**src/rtl/wdog_pkg.sv**
```systemverilog
package wdog_pkg;

  // Register word indices on the bus
  typedef enum logic [1:0] {
    REG_CMP  = 2'd0,
    REG_EN   = 2'd1,
    REG_CNT  = 2'd2,
    REG_CTRL = 2'd3
  } wdog_reg_e;

  localparam int unsigned NUM_SRC      = 3;
  localparam int unsigned PRE_CODE_W   = 3;
  localparam int unsigned PRE_MAX_CODE = 5;
  localparam int unsigned CTRL_W       = NUM_SRC + PRE_CODE_W;

endpackage

```
**src/rtl/wdog_src_sel.sv**
```systemverilog
module wdog_src_sel #(
  parameter int unsigned NSRC = 3
) (
  input  logic [NSRC-1:0] sel,
  input  logic [NSRC-1:0] ticks,
  output logic            tick_out
);

  logic [NSRC-1:0] gated;

  genvar g;
  generate
    for (g = 0; g < NSRC; g++) begin : g_gate
      assign gated[g] = sel[g] & ticks[g];
    end
  endgenerate

  // Only a legal one-hot selection lets a tick through
  assign tick_out = $onehot(sel) & (|gated);

endmodule

```
**src/rtl/wdog_prescaler.sv**
```systemverilog
module wdog_prescaler #(
  parameter int unsigned CODE_W   = 3,
  parameter int unsigned MAX_CODE = 5,
  localparam int unsigned DIV_W   = (MAX_CODE > 0) ? 2 * MAX_CODE : 1
) (
  input  logic              clk,
  input  logic              rst,
  input  logic              clr,
  input  logic              tick_in,
  input  logic [CODE_W-1:0] code,
  output logic              tick_out
);

  logic [CODE_W-1:0] code_eff;
  logic [DIV_W-1:0]  lim;
  logic [DIV_W-1:0]  div_q;
  logic              at_lim;

  // Codes above the largest supported one saturate to it
  always_comb begin
    code_eff = (code > CODE_W'(MAX_CODE)) ? CODE_W'(MAX_CODE) : code;
  end

  // Terminal count for divide by 4^code
  always_comb begin
    lim = '0;
    for (int i = 0; i <= int'(MAX_CODE); i++) begin
      if (code_eff == CODE_W'(i)) lim = DIV_W'((64'd1 << (2 * i)) - 64'd1);
    end
  end

  assign at_lim   = (div_q == lim);
  assign tick_out = tick_in & at_lim;

  always_ff @(posedge clk) begin
    if (rst || clr) begin
      div_q <= '0;
    end else if (tick_in) begin
      div_q <= at_lim ? '0 : div_q + 1'b1;
    end
  end

  // the divider never runs past its terminal count
  p_div_bound_r4: assert property (@(posedge clk) disable iff (rst)
    div_q <= lim);

  // a clear request empties the divider on the next cycle
  p_div_clear_r8: assert property (@(posedge clk) disable iff (rst)
    clr |=> (div_q == '0));

endmodule

```
**src/rtl/wdog_counter.sv**
```systemverilog
module wdog_counter #(
  parameter int unsigned CNT_W = 16
) (
  input  logic             clk,
  input  logic             rst,
  input  logic             en,
  input  logic             tick,
  input  logic             wr,
  input  logic [CNT_W-1:0] wdata,
  input  logic [CNT_W-1:0] cmp,
  output logic [CNT_W-1:0] cnt,
  output logic             hit
);

  logic [CNT_W-1:0] cnt_q;
  logic [CNT_W-1:0] nxt;
  logic             hit_q;

  always_comb nxt = cnt_q + 1'b1;

  always_ff @(posedge clk) begin
    if (rst) begin
      cnt_q <= '0;
      hit_q <= 1'b0;
    end else begin
      hit_q <= 1'b0;
      if (wr) begin
        cnt_q <= wdata;
      end else if (en && tick) begin
        if (nxt == cmp) begin
          cnt_q <= '0;
          hit_q <= 1'b1;
        end else begin
          cnt_q <= nxt;
        end
      end
    end
  end

  assign cnt = cnt_q;
  assign hit = hit_q;

  // a disabled counter with no write holds its value
  p_hold_off_r5: assert property (@(posedge clk) disable iff (rst)
    (!en && !wr) |=> $stable(cnt_q));

  // no reset request may follow a disabled cycle
  p_quiet_off_r5: assert property (@(posedge clk) disable iff (rst)
    !en |=> !hit_q);

  // a service write loads the data and suppresses the timeout
  p_load_r7: assert property (@(posedge clk) disable iff (rst)
    wr |=> (cnt_q == $past(wdata)) && !hit_q);

  // a timeout always leaves the counter at zero
  p_hit_zero_r6: assert property (@(posedge clk) disable iff (rst)
    hit_q |-> (cnt_q == '0));

endmodule

```
**src/rtl/wdog_prescaled.sv**
```systemverilog
module wdog_prescaled
  import wdog_pkg::*;
#(
  parameter int unsigned DATA_W = 16
) (
  input  logic                 clk,
  input  logic                 rst,
  input  logic [1:0]           bus_addr,
  input  logic                 bus_we,
  input  logic [DATA_W-1:0]    bus_wdata,
  output logic [DATA_W-1:0]    bus_rdata,
  input  logic [NUM_SRC-1:0]   src_tick,
  output logic                 rst_req
);

  wdog_reg_e         reg_sel;
  logic              we_cmp, we_en, we_cnt, we_ctrl;
  logic [DATA_W-1:0] cmp_q;
  logic              en_q;
  logic [CTRL_W-1:0] ctrl_q;
  logic [DATA_W-1:0] cnt;
  logic [DATA_W-1:0] rdata_q;
  logic              raw_tick, pre_tick, pre_clr, hit;

  assign reg_sel = wdog_reg_e'(bus_addr);
  assign we_cmp  = bus_we && (reg_sel == REG_CMP);
  assign we_en   = bus_we && (reg_sel == REG_EN);
  assign we_cnt  = bus_we && (reg_sel == REG_CNT);
  assign we_ctrl = bus_we && (reg_sel == REG_CTRL);

  always_ff @(posedge clk) begin
    if (rst) begin
      cmp_q  <= '0;
      en_q   <= 1'b0;
      ctrl_q <= '0;
    end else begin
      if (we_cmp)  cmp_q  <= bus_wdata;
      if (we_en)   en_q   <= bus_wdata[0];
      if (we_ctrl) ctrl_q <= bus_wdata[CTRL_W-1:0];
    end
  end

  wdog_src_sel #(.NSRC(NUM_SRC)) u_src (
    .sel      (ctrl_q[NUM_SRC-1:0]),
    .ticks    (src_tick),
    .tick_out (raw_tick)
  );

  assign pre_clr = we_ctrl | ~en_q | (we_en & ~bus_wdata[0]);

  wdog_prescaler #(.CODE_W(PRE_CODE_W), .MAX_CODE(PRE_MAX_CODE)) u_pre (
    .clk      (clk),
    .rst      (rst),
    .clr      (pre_clr),
    .tick_in  (raw_tick),
    .code     (ctrl_q[CTRL_W-1:NUM_SRC]),
    .tick_out (pre_tick)
  );

  wdog_counter #(.CNT_W(DATA_W)) u_cnt (
    .clk   (clk),
    .rst   (rst),
    .en    (en_q),
    .tick  (pre_tick),
    .wr    (we_cnt),
    .wdata (bus_wdata),
    .cmp   (cmp_q),
    .cnt   (cnt),
    .hit   (hit)
  );

  always_ff @(posedge clk) begin
    if (rst) begin
      rdata_q <= '0;
    end else begin
      unique case (reg_sel)
        REG_CMP:  rdata_q <= cmp_q;
        REG_EN:   rdata_q <= {{(DATA_W-1){1'b0}}, en_q};
        REG_CNT:  rdata_q <= cnt;
        REG_CTRL: rdata_q <= {{(DATA_W-CTRL_W){1'b0}}, ctrl_q};
        default:  rdata_q <= '0;
      endcase
    end
  end

  assign bus_rdata = rdata_q;
  assign rst_req   = hit;

  // an illegal source selection never yields a divided tick
  p_no_tick_badsel_r3: assert property (@(posedge clk) disable iff (rst)
    !$onehot(ctrl_q[NUM_SRC-1:0]) |-> !pre_tick);

  // the enable register reads back with its upper bits zero
  p_en_upper_zero_r2: assert property (@(posedge clk) disable iff (rst)
    (reg_sel == REG_EN) |=> (bus_rdata[DATA_W-1:1] == '0));

  // nothing is requested in the cycle right after reset
  p_reset_quiet_r1: assert property (@(posedge clk)
    rst |=> !rst_req && (bus_rdata == '0));

endmodule

```
**config.mk**
```make
export PLATFORM = sky130hd
export DESIGN_NAME = wdog_prescaled
export DESIGN_NICKNAME = d
export VERILOG_FILES = /design/src/rtl/wdog_pkg.sv /design/src/rtl/wdog_src_sel.sv /design/src/rtl/wdog_prescaler.sv /design/src/rtl/wdog_counter.sv /design/src/rtl/wdog_prescaled.sv
export SDC_FILE = /design/constraint.sdc
export NUM_CORES = 1
export LEC_CHECK = 0
export BUFFER_PORTS_ARGS = -buffer_cell sky130_fd_sc_hd__clkbuf_2
export CORE_MARGIN = 3
export CORE_UTILIZATION = 40
export DETAILED_ROUTE_END_ITERATION = 8
export GPL_TIMING_DRIVEN = 0
export HOLD_SLACK_MARGIN = 0.02
export SLEW_MARGIN = 40
export SYNTH_ARGS = -nofsm -noshare
export SYNTH_HDL_FRONTEND = slang
export SYNTH_SLANG_ARGS = --single-unit
```
**constraint.sdc**
```tcl
create_clock -name clk -period 3.92 [get_ports clk]
set_input_delay 0.98 -clock clk [delete_from_list [all_inputs] [get_ports clk]]
set_output_delay 0.98 -clock clk [all_outputs]
set_load 0.1 [all_outputs]
```
==> metrics.md <==
| Metric | Value |
|---|---|
| Clk_skew | 0.01204 ns |
| Simple-Gate Fraction of Synth Area | around a third |
| Most frequent cells in the layout | 78 x nor2_1, 66 x dfxtp_1, 56 x nand2_1 |
| Post-route antenna net violation count | 0 |
| Hold Fails Final Rpt | 0 |
| Met1 Resource Use GR | between 30% and 40% |
| Clk Latency, worst-skew pair | ~0.35 ns |
| TritonCTS clock tree | done |
| Switching power share of the total | between 30% and 40% |
| Async set or reset register ratio after synthesis | 0% |
| Seq cells post-synth | 66 |
| Area Overhead vs Synth | 13.56% |
| Sequential area share after synthesis | between 30 and 40% |
| Final setup fails | 0 |
| HPWL after DPL | ~8500 µm |
| Clk sink count | 66 |
| Worst-path clk slew | ~0.08 ns |
| Clock power share | between 30% and 40% |
| Row Count | 35 |
| Total setup buffers inserted after CTS | 0 |
| Worst Tran Pin Value | 0.7139 ns |
| Seq pwr share | between 40% and 50% |
| Commonest non-fill, non-tap cell in the layout | nor2_1 |
| Initial Util | 42.05% |
| Most used routing layer | met2 |
| LEAKAGE | about 1.8 nW |
| Max cap viols | 0 |
| Drt first pass iters | 5 |
| Fin cells | around 690 |
| Grt total ovfl | 0 |
| Mapped Nets | 535 |
| Proportion of synthesized area in mux cells | 6.764% |
| Die ar. | about 11000 µm² |
| Via count | about 3.9k |
| First-pass GRT wire length | about 19000 µm |
| CTS buffer count | 9 |
| Routed wire length per instance | 16.77 µm |
| Final Worst Setup Slack | between 0.4 and 0.5 ns |
| Adder-cell share of the synthesized area | ~1.1% |
| I/O Buffers | 39 |
| Gr usage total | between 20% and 30% |
| CP Capture Type | flip-flop |
| Switching pwr | approximately 600 µW |
| Worst setup SP type | primary input |
| Final nets | between 500 and 600 |
| RD Place Congestion | a little over 0.9 |
| Htree depth | 3 |
| Logic pwr share | between 20 and 30% |
| Top FF cell, synth | dfxtp_1 |
| Internal | between 1 and 1.5 mW |
| DRC | 0 |
| Peak VDD IR | roughly 0.17 mV |
| Final min period | roughly 3.4 ns |
| WL final | about 12000 µm |
| Post-synth cell types | between 60 and 70 |
| CTS max path bufs | 2 |
| Max Slew Vio Count | 0 |
| Antenna Diode Count | 0 |
| Pre-CTS WS | roughly 0.13 ns |
| Tcrit/Tclk final | 87.92% |
| Compound-gate portion of the synthesized area | 15.68% |
| Unrepaired setup endpoints after global routing | no |
| Worst min-delay path class | reg2reg |
| # IOs | roughly 40 |
| CP required | 4.12 ns |
| Largest net degree at the start of global routing | 13 |
| Clock Tree Root | clkbuf_8 |
| Synth warn | 0 |
| Run status | complete, no violations |
| WS Path Type | in2reg |
| FMAX | roughly 290 MHz |
| Number of flops mapped to enable cells by yosys | 0 |
| Initial antenna violation count | 0 |
| Mapped Area | slightly below 4000 µm² |
| Resize count post-CTS | 0 |
| Mean post-synth cell area | 7.793 µm² |
| # hold bufs at CTS | 0 |
| Grt met3 use | under 10% |
| Die Height | 105.5 µm |
| Post-route worst hold slack | roughly 0.49 ns |
| CP arrival | about 3.7 ns |
| Layout cell share with drive strength beyond 1 | about 18% |
| Xor/xnor share of the synthesized area | about 5.8% |
| Post-layout util | 47.75% |
| Power Dens Cells | 377.5 nW/µm² |
| Mapped Cells | between 500 and 600 |
| GRT met2 Usage | around 33% |
| Setup TNS | 0 ns |
| Die W | around 110 µm |
| Core area | around 9400 µm² |
| Vias in the first global route | between 3k and 4k |
| Reg2reg path depth | 9 |
| Relative slew slack | 52.40% |
| Cells after DPL | a little under 700 |
| # fillers | 968 |
| Avg Vias per Cell | approximately 5.6 |
| Worst-path maximum fanout | 10 |
| Largest family of logic cells by synthesized area | simple AND/OR/NAND/NOR gates |
| Starting DRT DRC Count | between 200 and 300 |
| Hold depth | 2 |
cell families after synthesis:
family,after synthesis
and+or+nand+nor,249
AOI/OAI and AO/OA,88
DFF,66
buffers and inverters,51
xor gates and xnor gates,26
muxes,25
adders and majority gates,3
cell type report:
class / count / area (µm²) / share of cell area, %
plain buffers: 38 / 177.7 / 3.952
repair buffers: 39 / 195.2 / 4.342
flip-flops and latches: 66 / 1321 / 29.39
multi-input cells: 391 / 2412 / 53.66
inverters: 13 / 48.80 / 1.085
well taps: 129 / 161.4 / 3.590
clock buffers: 10 / 137.6 / 3.062
clock inverters: 6 / 41.29 / 0.9185
per-stage QoR:
step	area (µm²)	total power [mW]
floorplan	3959	1.070
global placement	4315	1.164
detailed placement	4317	1.173
CTS	4496	1.707
global route	4496	1.789
finish	4496	1.697
routing by layer:
layer	share of wire (%)	vias to the layer above
met2	45	130
met5	0	-
met4	1.6	0
met1	46	1867
met3	7.2	15
li1	-	1896
Yosys cell counts (3+ instances only):
library cell  instances  share of area (%)
nor2_1               78                7.4
dfxtp_1              66                 33
nand2_1              56                5.3
clkbuf_1             27                2.6
nand3_1              26                3.3
a21oi_1              25                3.2
mux2i_1              23                5.8
and3_1               16                2.5
nor4_1               16                2.5
or2_2                16                2.5
xor2_1               15                3.3
o211ai_1             13                2.5
inv_1                12                1.1
xnor2_1              11                2.4
o21ai_2              10                2.2
nand4_1               7                1.1
nor3_1                7               0.88
o21ai_0               7               0.88
buf_2                 6               0.76
or3_1                 5               0.79
a211oi_1              4               0.76
a311oi_1              3               0.66
and4_1                3               0.66
buf_4                 3               0.57
o21a_1                3               0.57
o21bai_1              3               0.57
or4_1                 3               0.57
path summary, 6_finish.rpt:
| kind | startpoint | to | slack (ns) |
|---|---|---|---|
| worst min-delay path | cmp_q[11]$_SDFFE_PP0P_ | cmp_q[11]$_SDFFE_PP0P_ | 0.49 |
| worst max-delay path | bus_addr[0] | u_cnt.cnt[5]$_SDFFE_PP0P_ | 0.47 |
| worst min register to register | cmp_q[11]$_SDFFE_PP0P_ | cmp_q[11]$_SDFFE_PP0P_ | 0.49 |
| worst max register to register | u_cnt.cnt[1]$_SDFFE_PP0P_ | u_cnt.cnt[12]$_SDFFE_PP0P_ | 0.66 |
sequential cells by signal, summed over array words and instances, names as in the netlist:
name and cells:
cmp_q 16, bus_rdata 16, u_cnt.cnt 16, ctrl_q 6, u_cnt.hit 1, u_pre.div_q 10, en_q 1
critical path, stage by stage:
cell and delay [ns]:
clkbuf_2 0.09, clkbuf_1 0.46, nand3b_1 0.39, clkbuf_1 0.52
clkbuf_1 0.46, clkbuf_1 0.55, o211ai_1 0.20
power groups by stage:
stage	Sequential, mW	Combinational [mW]	Clock [mW]
2_1_floorplan	0.795	0.275	0
3_3_place_gp	0.751	0.413	0
3_5_place_dp	0.752	0.421	0
4_1_cts	0.736	0.423	0.547
5_1_grt	0.742	0.467	0.580
6_report	0.737	0.427	0.533
(Power assumes the default switching activity.)
